## config.mk

```make
export PLATFORM = sky130hd
export DESIGN_NAME = fifo_tread_port
export DESIGN_NICKNAME = d
export VERILOG_FILES = /design/src/rtl/ftr_pkg.sv /design/src/rtl/ftr_fifo.sv /design/src/rtl/ftr_ctrl_regs.sv /design/src/rtl/ftr_read_port.sv /design/src/rtl/fifo_tread_port.sv
export SDC_FILE = /design/constraint.sdc
export NUM_CORES = 1
export LEC_CHECK = 0
export CAP_MARGIN = 30
export CORE_MARGIN = 10
export CORE_UTILIZATION = 47
export CTS_BUF_LIST = sky130_fd_sc_hd__clkbuf_4
export DETAILED_ROUTE_END_ITERATION = 6
export PLACE_DENSITY = 0.64
export RECOVER_POWER = 50
export SETUP_SLACK_MARGIN = 0.4
export SYNTH_ARGS = -nofsm -noshare
export SYNTH_HDL_FRONTEND = slang
export SYNTH_HIERARCHICAL = 1
export SYNTH_SLANG_ARGS = --single-unit
```

## constraint.sdc

```tcl
create_clock -name clk -period 4.2 [get_ports clk]
set_clock_uncertainty 0.1 [all_clocks]
set_input_delay 0.63 -clock clk [delete_from_list [all_inputs] [get_ports clk]]
set_output_delay 0.63 -clock clk [all_outputs]
set_load 0.05 [all_outputs]
```

## src/rtl/ftr_pkg.sv

```systemverilog
// Package: shared constants and types for the FIFO test-read port.
// Assumes the register bus addresses at least three registers.
package ftr_pkg;
    localparam int CTRL_W      = 8;
    localparam int TREAD_BIT   = 6;  // test-read enable
    localparam int ANEG_BIT    = 7;  // active-negation enable, stored only
    localparam int CLKHALT_BIT = 5;  // clock halt, stored only
    localparam int ADR_CTRL    = 0;
    localparam int ADR_DATA    = 1;
    localparam int ADR_STAT    = 2;

    typedef enum logic [1:0] {
        ACC_IDLE,   // no data-register test access
        ACC_PEEK,   // lanes read without removal
        ACC_POP,    // lane 0 read, head removed
        ACC_UNDER   // access to an empty store
    } acc_e;
endpackage

```

## src/rtl/ftr_fifo.sv

```systemverilog
// Module: ftr_fifo
// Circular store with occupancy count. It shows the head word combinationally.
// Assumes pop_req is only raised while the store is non-empty. A push while
// full is dropped, and the full test uses the state before any same-cycle pop.
module ftr_fifo #(
    parameter int DATA_W = 16,
    parameter int DEPTH  = 8,
    localparam int CNT_W = $clog2(DEPTH + 1),
    localparam int PTR_W = (DEPTH > 1) ? $clog2(DEPTH) : 1
) (
    input  logic              clk,
    input  logic              rst_n,
    input  logic              push_req,
    input  logic [DATA_W-1:0] push_data,
    input  logic              pop_req,
    output logic [DATA_W-1:0] head,
    output logic              empty,
    output logic              full,
    output logic [CNT_W-1:0]  count
);
    logic [DATA_W-1:0] mem [DEPTH];
    logic [PTR_W-1:0]  wr_ptr;
    logic [PTR_W-1:0]  rd_ptr;
    logic              push_ok;
    logic              pop_ok;

    function automatic logic [PTR_W-1:0] ptr_next(input logic [PTR_W-1:0] p);
        return (p == PTR_W'(DEPTH - 1)) ? '0 : p + 1'b1;
    endfunction

    assign full    = (count == CNT_W'(DEPTH));
    assign empty   = (count == '0);
    assign push_ok = push_req && !full;
    assign pop_ok  = pop_req && !empty;
    assign head    = mem[rd_ptr];

    // Write the accepted push word into storage.
    always_ff @(posedge clk) begin
        if (push_ok) mem[wr_ptr] <= push_data;
    end

    // Advance the pointers and track the occupancy.
    always_ff @(posedge clk) begin
        if (!rst_n) begin
            wr_ptr <= '0;
            rd_ptr <= '0;
            count  <= '0;
        end else begin
            if (push_ok) wr_ptr <= ptr_next(wr_ptr);
            if (pop_ok)  rd_ptr <= ptr_next(rd_ptr);
            case ({push_ok, pop_ok})
                2'b10:   count <= count + 1'b1;
                2'b01:   count <= count - 1'b1;
                default: count <= count;
            endcase
        end
    end
endmodule

```

## src/rtl/ftr_ctrl_regs.sv

```systemverilog
// Module: ftr_ctrl_regs
// Holds the 8-bit control register and the sticky underflow flag.
// Assumes only lane 0 carries register bits. If underflow is set and
// cleared in the same cycle, the set wins.
module ftr_ctrl_regs #(
    parameter int ADDR_W = 2,
    parameter int CTRL_W = ftr_pkg::CTRL_W
) (
    input  logic              clk,
    input  logic              rst_n,
    input  logic              wr_en,
    input  logic [ADDR_W-1:0] addr,
    input  logic              lane0_en,
    input  logic [CTRL_W-1:0] wdata_lo,
    input  logic              uflow_set,
    output logic [CTRL_W-1:0] ctrl_q,
    output logic              uflow_q
);
    import ftr_pkg::*;

    logic ctrl_hit;
    logic stat_clr;

    assign ctrl_hit = wr_en && lane0_en && (int'(addr) == ADR_CTRL);
    assign stat_clr = wr_en && lane0_en && (int'(addr) == ADR_STAT) && wdata_lo[0];

    // Capture control writes.
    always_ff @(posedge clk) begin
        if (!rst_n)        ctrl_q <= '0;
        else if (ctrl_hit) ctrl_q <= wdata_lo;
    end

    // Set the underflow flag on an empty read, clear it on a write of one.
    always_ff @(posedge clk) begin
        if (!rst_n)         uflow_q <= 1'b0;
        else if (uflow_set) uflow_q <= 1'b1;
        else if (stat_clr)  uflow_q <= 1'b0;
    end
endmodule

```

## src/rtl/ftr_read_port.sv

```systemverilog
// Module: ftr_read_port
// Decodes host reads. It decides whether a data read removes the head,
// masks the read word by byte lane and registers it onto the bus.
// Assumes DATA_W is a multiple of 8 and at least CTRL_W.
module ftr_read_port #(
    parameter int DATA_W = 16,
    parameter int ADDR_W = 2,
    parameter int CTRL_W = ftr_pkg::CTRL_W,
    localparam int LANES = DATA_W / 8
) (
    input  logic              clk,
    input  logic              rst_n,
    input  logic              rd_en,
    input  logic [ADDR_W-1:0] addr,
    input  logic [LANES-1:0]  be,
    input  logic              test_en,
    input  logic              fifo_empty,
    input  logic [DATA_W-1:0] head,
    input  logic [CTRL_W-1:0] ctrl_q,
    input  logic              uflow_q,
    output logic              pop_req,
    output logic              uflow_set,
    output logic [DATA_W-1:0] rdata
);
    import ftr_pkg::*;

    acc_e              acc;
    logic [DATA_W-1:0] raw_word;
    logic [DATA_W-1:0] lane_word;

    // Classify a data-register read by mode, occupancy and lanes.
    always_comb begin
        acc = ACC_IDLE;
        if (rd_en && test_en && (int'(addr) == ADR_DATA) && (|be)) begin
            if (fifo_empty)  acc = ACC_UNDER;
            else if (be[0])  acc = ACC_POP;
            else             acc = ACC_PEEK;
        end
    end

    assign pop_req   = (acc == ACC_POP);
    assign uflow_set = (acc == ACC_UNDER);

    // Select the unmasked word for the addressed register.
    always_comb begin
        raw_word = '0;
        case (int'(addr))
            ADR_CTRL: raw_word = DATA_W'(ctrl_q);
            ADR_STAT: raw_word = DATA_W'(uflow_q);
            ADR_DATA: raw_word = (acc == ACC_POP || acc == ACC_PEEK) ? head : '0;
            default:  raw_word = '0;
        endcase
    end

    // Zero every byte lane the host did not select.
    for (genvar g = 0; g < LANES; g++) begin : g_lane
        assign lane_word[g*8 +: 8] = be[g] ? raw_word[g*8 +: 8] : 8'h00;
    end

    // Register the read data; idle cycles return zero.
    always_ff @(posedge clk) begin
        if (!rst_n)     rdata <= '0;
        else if (rd_en) rdata <= lane_word;
        else            rdata <= '0;
    end
endmodule

```

## src/rtl/fifo_tread_port.sv

```systemverilog
// Module: fifo_tread_port (top)
// A FIFO of data words with a host register port. When the test-read
// control bit is set, the host can drain the FIFO through the data
// register, and the byte lanes of each read decide whether it removes
// an entry. Assumes a single clock domain and a synchronous active-low reset.
module fifo_tread_port #(
    parameter int DATA_W = 16,
    parameter int DEPTH  = 8,
    parameter int ADDR_W = 2,
    localparam int LANES = DATA_W / 8,
    localparam int CNT_W = $clog2(DEPTH + 1)
) (
    input  logic              clk,
    input  logic              rst_n,
    input  logic              push_valid,
    input  logic [DATA_W-1:0] push_data,
    input  logic [ADDR_W-1:0] bus_addr,
    input  logic              bus_wr,
    input  logic              bus_rd,
    input  logic [LANES-1:0]  bus_be,
    input  logic [DATA_W-1:0] bus_wdata,
    output logic [DATA_W-1:0] bus_rdata,
    output logic              fifo_empty,
    output logic              fifo_full,
    output logic [CNT_W-1:0]  fifo_count,
    output logic              underflow
);
    import ftr_pkg::*;

    logic [CTRL_W-1:0] ctrl_q;
    logic [DATA_W-1:0] head;
    logic              test_en;
    logic              pop_req;
    logic              uflow_set;
    logic              unused_wdata_hi;

    assign test_en         = ctrl_q[TREAD_BIT];
    assign unused_wdata_hi = ^bus_wdata[DATA_W-1:CTRL_W];

    ftr_fifo #(.DATA_W(DATA_W), .DEPTH(DEPTH)) u_fifo (
        .clk       (clk),
        .rst_n     (rst_n),
        .push_req  (push_valid),
        .push_data (push_data),
        .pop_req   (pop_req),
        .head      (head),
        .empty     (fifo_empty),
        .full      (fifo_full),
        .count     (fifo_count)
    );

    ftr_ctrl_regs #(.ADDR_W(ADDR_W), .CTRL_W(CTRL_W)) u_regs (
        .clk       (clk),
        .rst_n     (rst_n),
        .wr_en     (bus_wr),
        .addr      (bus_addr),
        .lane0_en  (bus_be[0]),
        .wdata_lo  (bus_wdata[CTRL_W-1:0]),
        .uflow_set (uflow_set),
        .ctrl_q    (ctrl_q),
        .uflow_q   (underflow)
    );

    ftr_read_port #(.DATA_W(DATA_W), .ADDR_W(ADDR_W), .CTRL_W(CTRL_W)) u_rport (
        .clk        (clk),
        .rst_n      (rst_n),
        .rd_en      (bus_rd),
        .addr       (bus_addr),
        .be         (bus_be),
        .test_en    (test_en),
        .fifo_empty (fifo_empty),
        .head       (head),
        .ctrl_q     (ctrl_q),
        .uflow_q    (underflow),
        .pop_req    (pop_req),
        .uflow_set  (uflow_set),
        .rdata      (bus_rdata)
    );
endmodule

```

==> flow_summary_export.csv <==
group,metric,value,unit
cts,cts_tree,"yes",
timing,fmax,316,MHz
layout,nNetsFinal,486,
critical_path,critPathMaxFanout,6,
run,drv_cap,0,
global_routing,track_usage,0.129,
layout,n_antenna_cell,0,
layout,drive_gt1_frac,0.209,
yosys,synth_warnings,6,
yosys,async_flop_share,0,
yosys,ys_ff_latch,166,
critical_path,cp_cell_sequence,"clkdlybuf4s50_1 -> and2b_2 -> nand3_1 -> or2_1 -> ha_1 -> o41ai_2 -> inv_1 -> ha_1 -> xor2_1 -> ha_1 -> a21oi_1 -> xor2_1 -> or3_1 -> a21boi_0",
status,status,"complete, no violations",
drt,detail_route.first_pass.iterations,4,
hold_path,hp-start,"u_regs/ctrl_q[0]",
place,portBuffers,55,
drt,drt.antenna.violating_nets,0,
yosys,synth-edff-count,128,
floorplan,die_w,138,um
yosys,yosys-top-cells-area,"edfxtp_1, dfxtp_1, mux4_2",
cts,cts_root_buffer,"clkbuf_4",
timing,tightest_slew,1.27,ns
yosys,synth_common_cells,"edfxtp_1, dfxtp_1, mux4_2, nand2_1, mux2_2",
floorplan,start_util,0.474,
critical_path,crit_start,"bus_addr[1]",
drt,drt-initial-drc-count,169,
cts,holdBufCountCts,0,
critical_path,critPathKind,"in -> reg",
floorplan,die_h,138,um
cts,cts_buffers,17,
yosys,synth_area,6530,sq um
drt,routed_wl,11900,um
yosys,ys_types,44,
global_routing,grt_pass1_vias,3403,
power_and_ir_drop,powerDensity,388,nW/um^2
drt,dr_total_vias,3369,
critical_path,critPathLaunchType,"primary input",
drt,routedWlPerCell,18.9,um
yosys,syn_inst,369,
cts,clk_pin_slew,0.12,ns
timing,min_period,3.16,ns
timing,finalHoldViolCount,0,
critical_path,worstPathArrival,3.53,ns
yosys,yosysTopAreaCellShare,0.589,
critical_path,worst_ep_required_time,4.56,ns
hold_path,hold_path_class,"reg -> reg",
critical_path,cpMostUsedCell,"ha_1",
yosys,syn_area_per_cell,17.7,sq um
yosys,ys_seq_area_frac,0.705,
drt,via_per_inst,5.36,
global_routing,grt_max_degree,33,
timing,drv_slew,0,
critical_path,endpoint_kind,"flop",
timing,fin_crit_sh,0.754,
cts,clk_latency,0.53,ns
floorplan,die-area,19000,sq um
layout,area.growth.synth_to_final,16.3,%
place,dp_cells,597,
global_routing,grt_first_pass_wirelength,18100,um
power_and_ir_drop,p_leak,2.45,nW
critical_path,crit_path_top_delay_cell,"clkdlybuf4s50_1",
timing,slew_headroom,0.156,
global_routing,grt_antenna_before_repair,0,
place,place_congestion,0.770,
cts,cts_sinks,166,
timing,setup_tns,0,ns
timing,finalSetupViolCount,0,
yosys,yosys.area.top_type,"edfxtp_1",
power_and_ir_drop,vdd_drop_max,0.156,mV
place,dp_hpwl,7170,um
critical_path,max_stage_delay,0.45,ns
floorplan,io_pins,64,
floorplan,coreArea,13800,sq um
layout,final_cells,629,
critical_path,reg2reg_from,"u_fifo/count[0]",
cts,post_cts_resized,0,
timing,rsz0062_at_grt,"false",
global_routing,overflow,0,
cts,cts_buffer_depth,2,
yosys,synth.most_common_cell,"edfxtp_1",
floorplan,rows,43,
drt,drc_errors,0,
yosys,synth_nets,419,
cts,cts_setup_buffers,0,
layout,fillerInstances,1114,
cts,htreeDepth,4,
yosys,ys.flop_type,"edfxtp_1",
## flip-flops by register name, indices dropped and copies added (netlist names), named ones only
register        flops
u_fifo/mem        128
u_rport/rdata      16
u_regs/ctrl_q       8
u_fifo/count        4
u_fifo/rd_ptr       3
u_fifo/wr_ptr       3
u_regs/uflow_q      1
## placed cells by master (no fill, tap or decap), types with 5 or more instances in the layout
| master | instances |
|---|---|
| ha_1 | 9 |
| mux2i_1 | 12 |
| mux4_2 | 32 |
| edfxtp_1 | 128 |
| dlygate4sd3_1 | 17 |
| clkdlybuf4s50_1 | 38 |
| a21oi_1 | 11 |
| mux2_2 | 16 |
| and2_1 | 9 |
| nand2_1 | 24 |
| nand2b_1 | 11 |
| buf_4 | 7 |
| clkbuf_4 | 20 |
| nor2b_1 | 5 |
| nand3_1 | 8 |
| dfxtp_1 | 36 |
| nor2_1 | 6 |
## per-stage QoR
stage | utilization | instance area [sq um] | setup slack, ns | total power [W] | hold WS [ns]
floorplan | - | 6550 | 0.554 | 0.00193 | 0.330
global placement | 0.531 | 7310 | 0.573 | 0.00200 | 0.340
detailed placement | 0.531 | 7310 | 0.523 | 0.00200 | 0.350
CTS | 0.553 | 7620 | 1.07 | 0.00299 | 0.369
global route | 0.552 | 7600 | 0.791 | 0.00306 | 0.379
finish | 0.552 | 7600 | 1.04 | 0.00295 | 0.364
## worst paths after layout
kind	endpoint	cells after the start	slack [ns]
min reg2reg	u_regs/ctrl_q[0]	2	0.36
min	u_regs/ctrl_q[0]	2	0.36
max reg2reg	u_fifo/count[2]	13	1.08
max	u_fifo/count[2]	14	1.04
## layer usage
metal | track usage | routed length [um] | up-vias
met3 | 0.0351 | 329 | 13
met1 | 0.155 | 5150 | 1736
met4 | 0.0562 | 161 | 0
met2 | 0.215 | 6240 | 46
li1 | - | - | 1574
met5 | 0 | 0 | -
## logic make-up after synthesis
logic type	count (synthesis)	share of synthesized area
AO/OA/AOI/OAI	25	0.0251
multiplexers	60	0.156
XOR/XNOR	3	0.00402
AND/OR/NAND/NOR	86	0.0728
flip-flops	166	0.705
buffers and inverters	20	0.0195
adder cells (fa/ha/maj)	9	0.0172
## worst max-delay path, delay by kind of cell
family	cells	cell delay, ns
simple gates	4	0.95
xor+xnor	2	0.26
buf+inv	2	0.61
fa+ha+maj	3	0.68
compound gates	3	0.40
## final cells by class
type                            instances  area [sq um]  share of cell area
Sequential cell                       166          4610               0.606
Multi-Input combinational cell        183          1830               0.241
Timing Repair Buffer                   66           618              0.0814
Tap cell                              180           225              0.0296
Clock inverter                         12           159              0.0209
Clock buffer                           20           150              0.0198
Inverter                                2          7.51            0.000988
## where the power goes
part	total, W	internal, W	leakage [nW]	switching (W)
registers	0.00181	0.00180	1.47	0.0000146
logic	0.000147	0.0000703	0.812	0.0000771
clock network	0.000989	0.000483	0.171	0.000506
No activity file was read; power rests on OpenSTA's default activity.
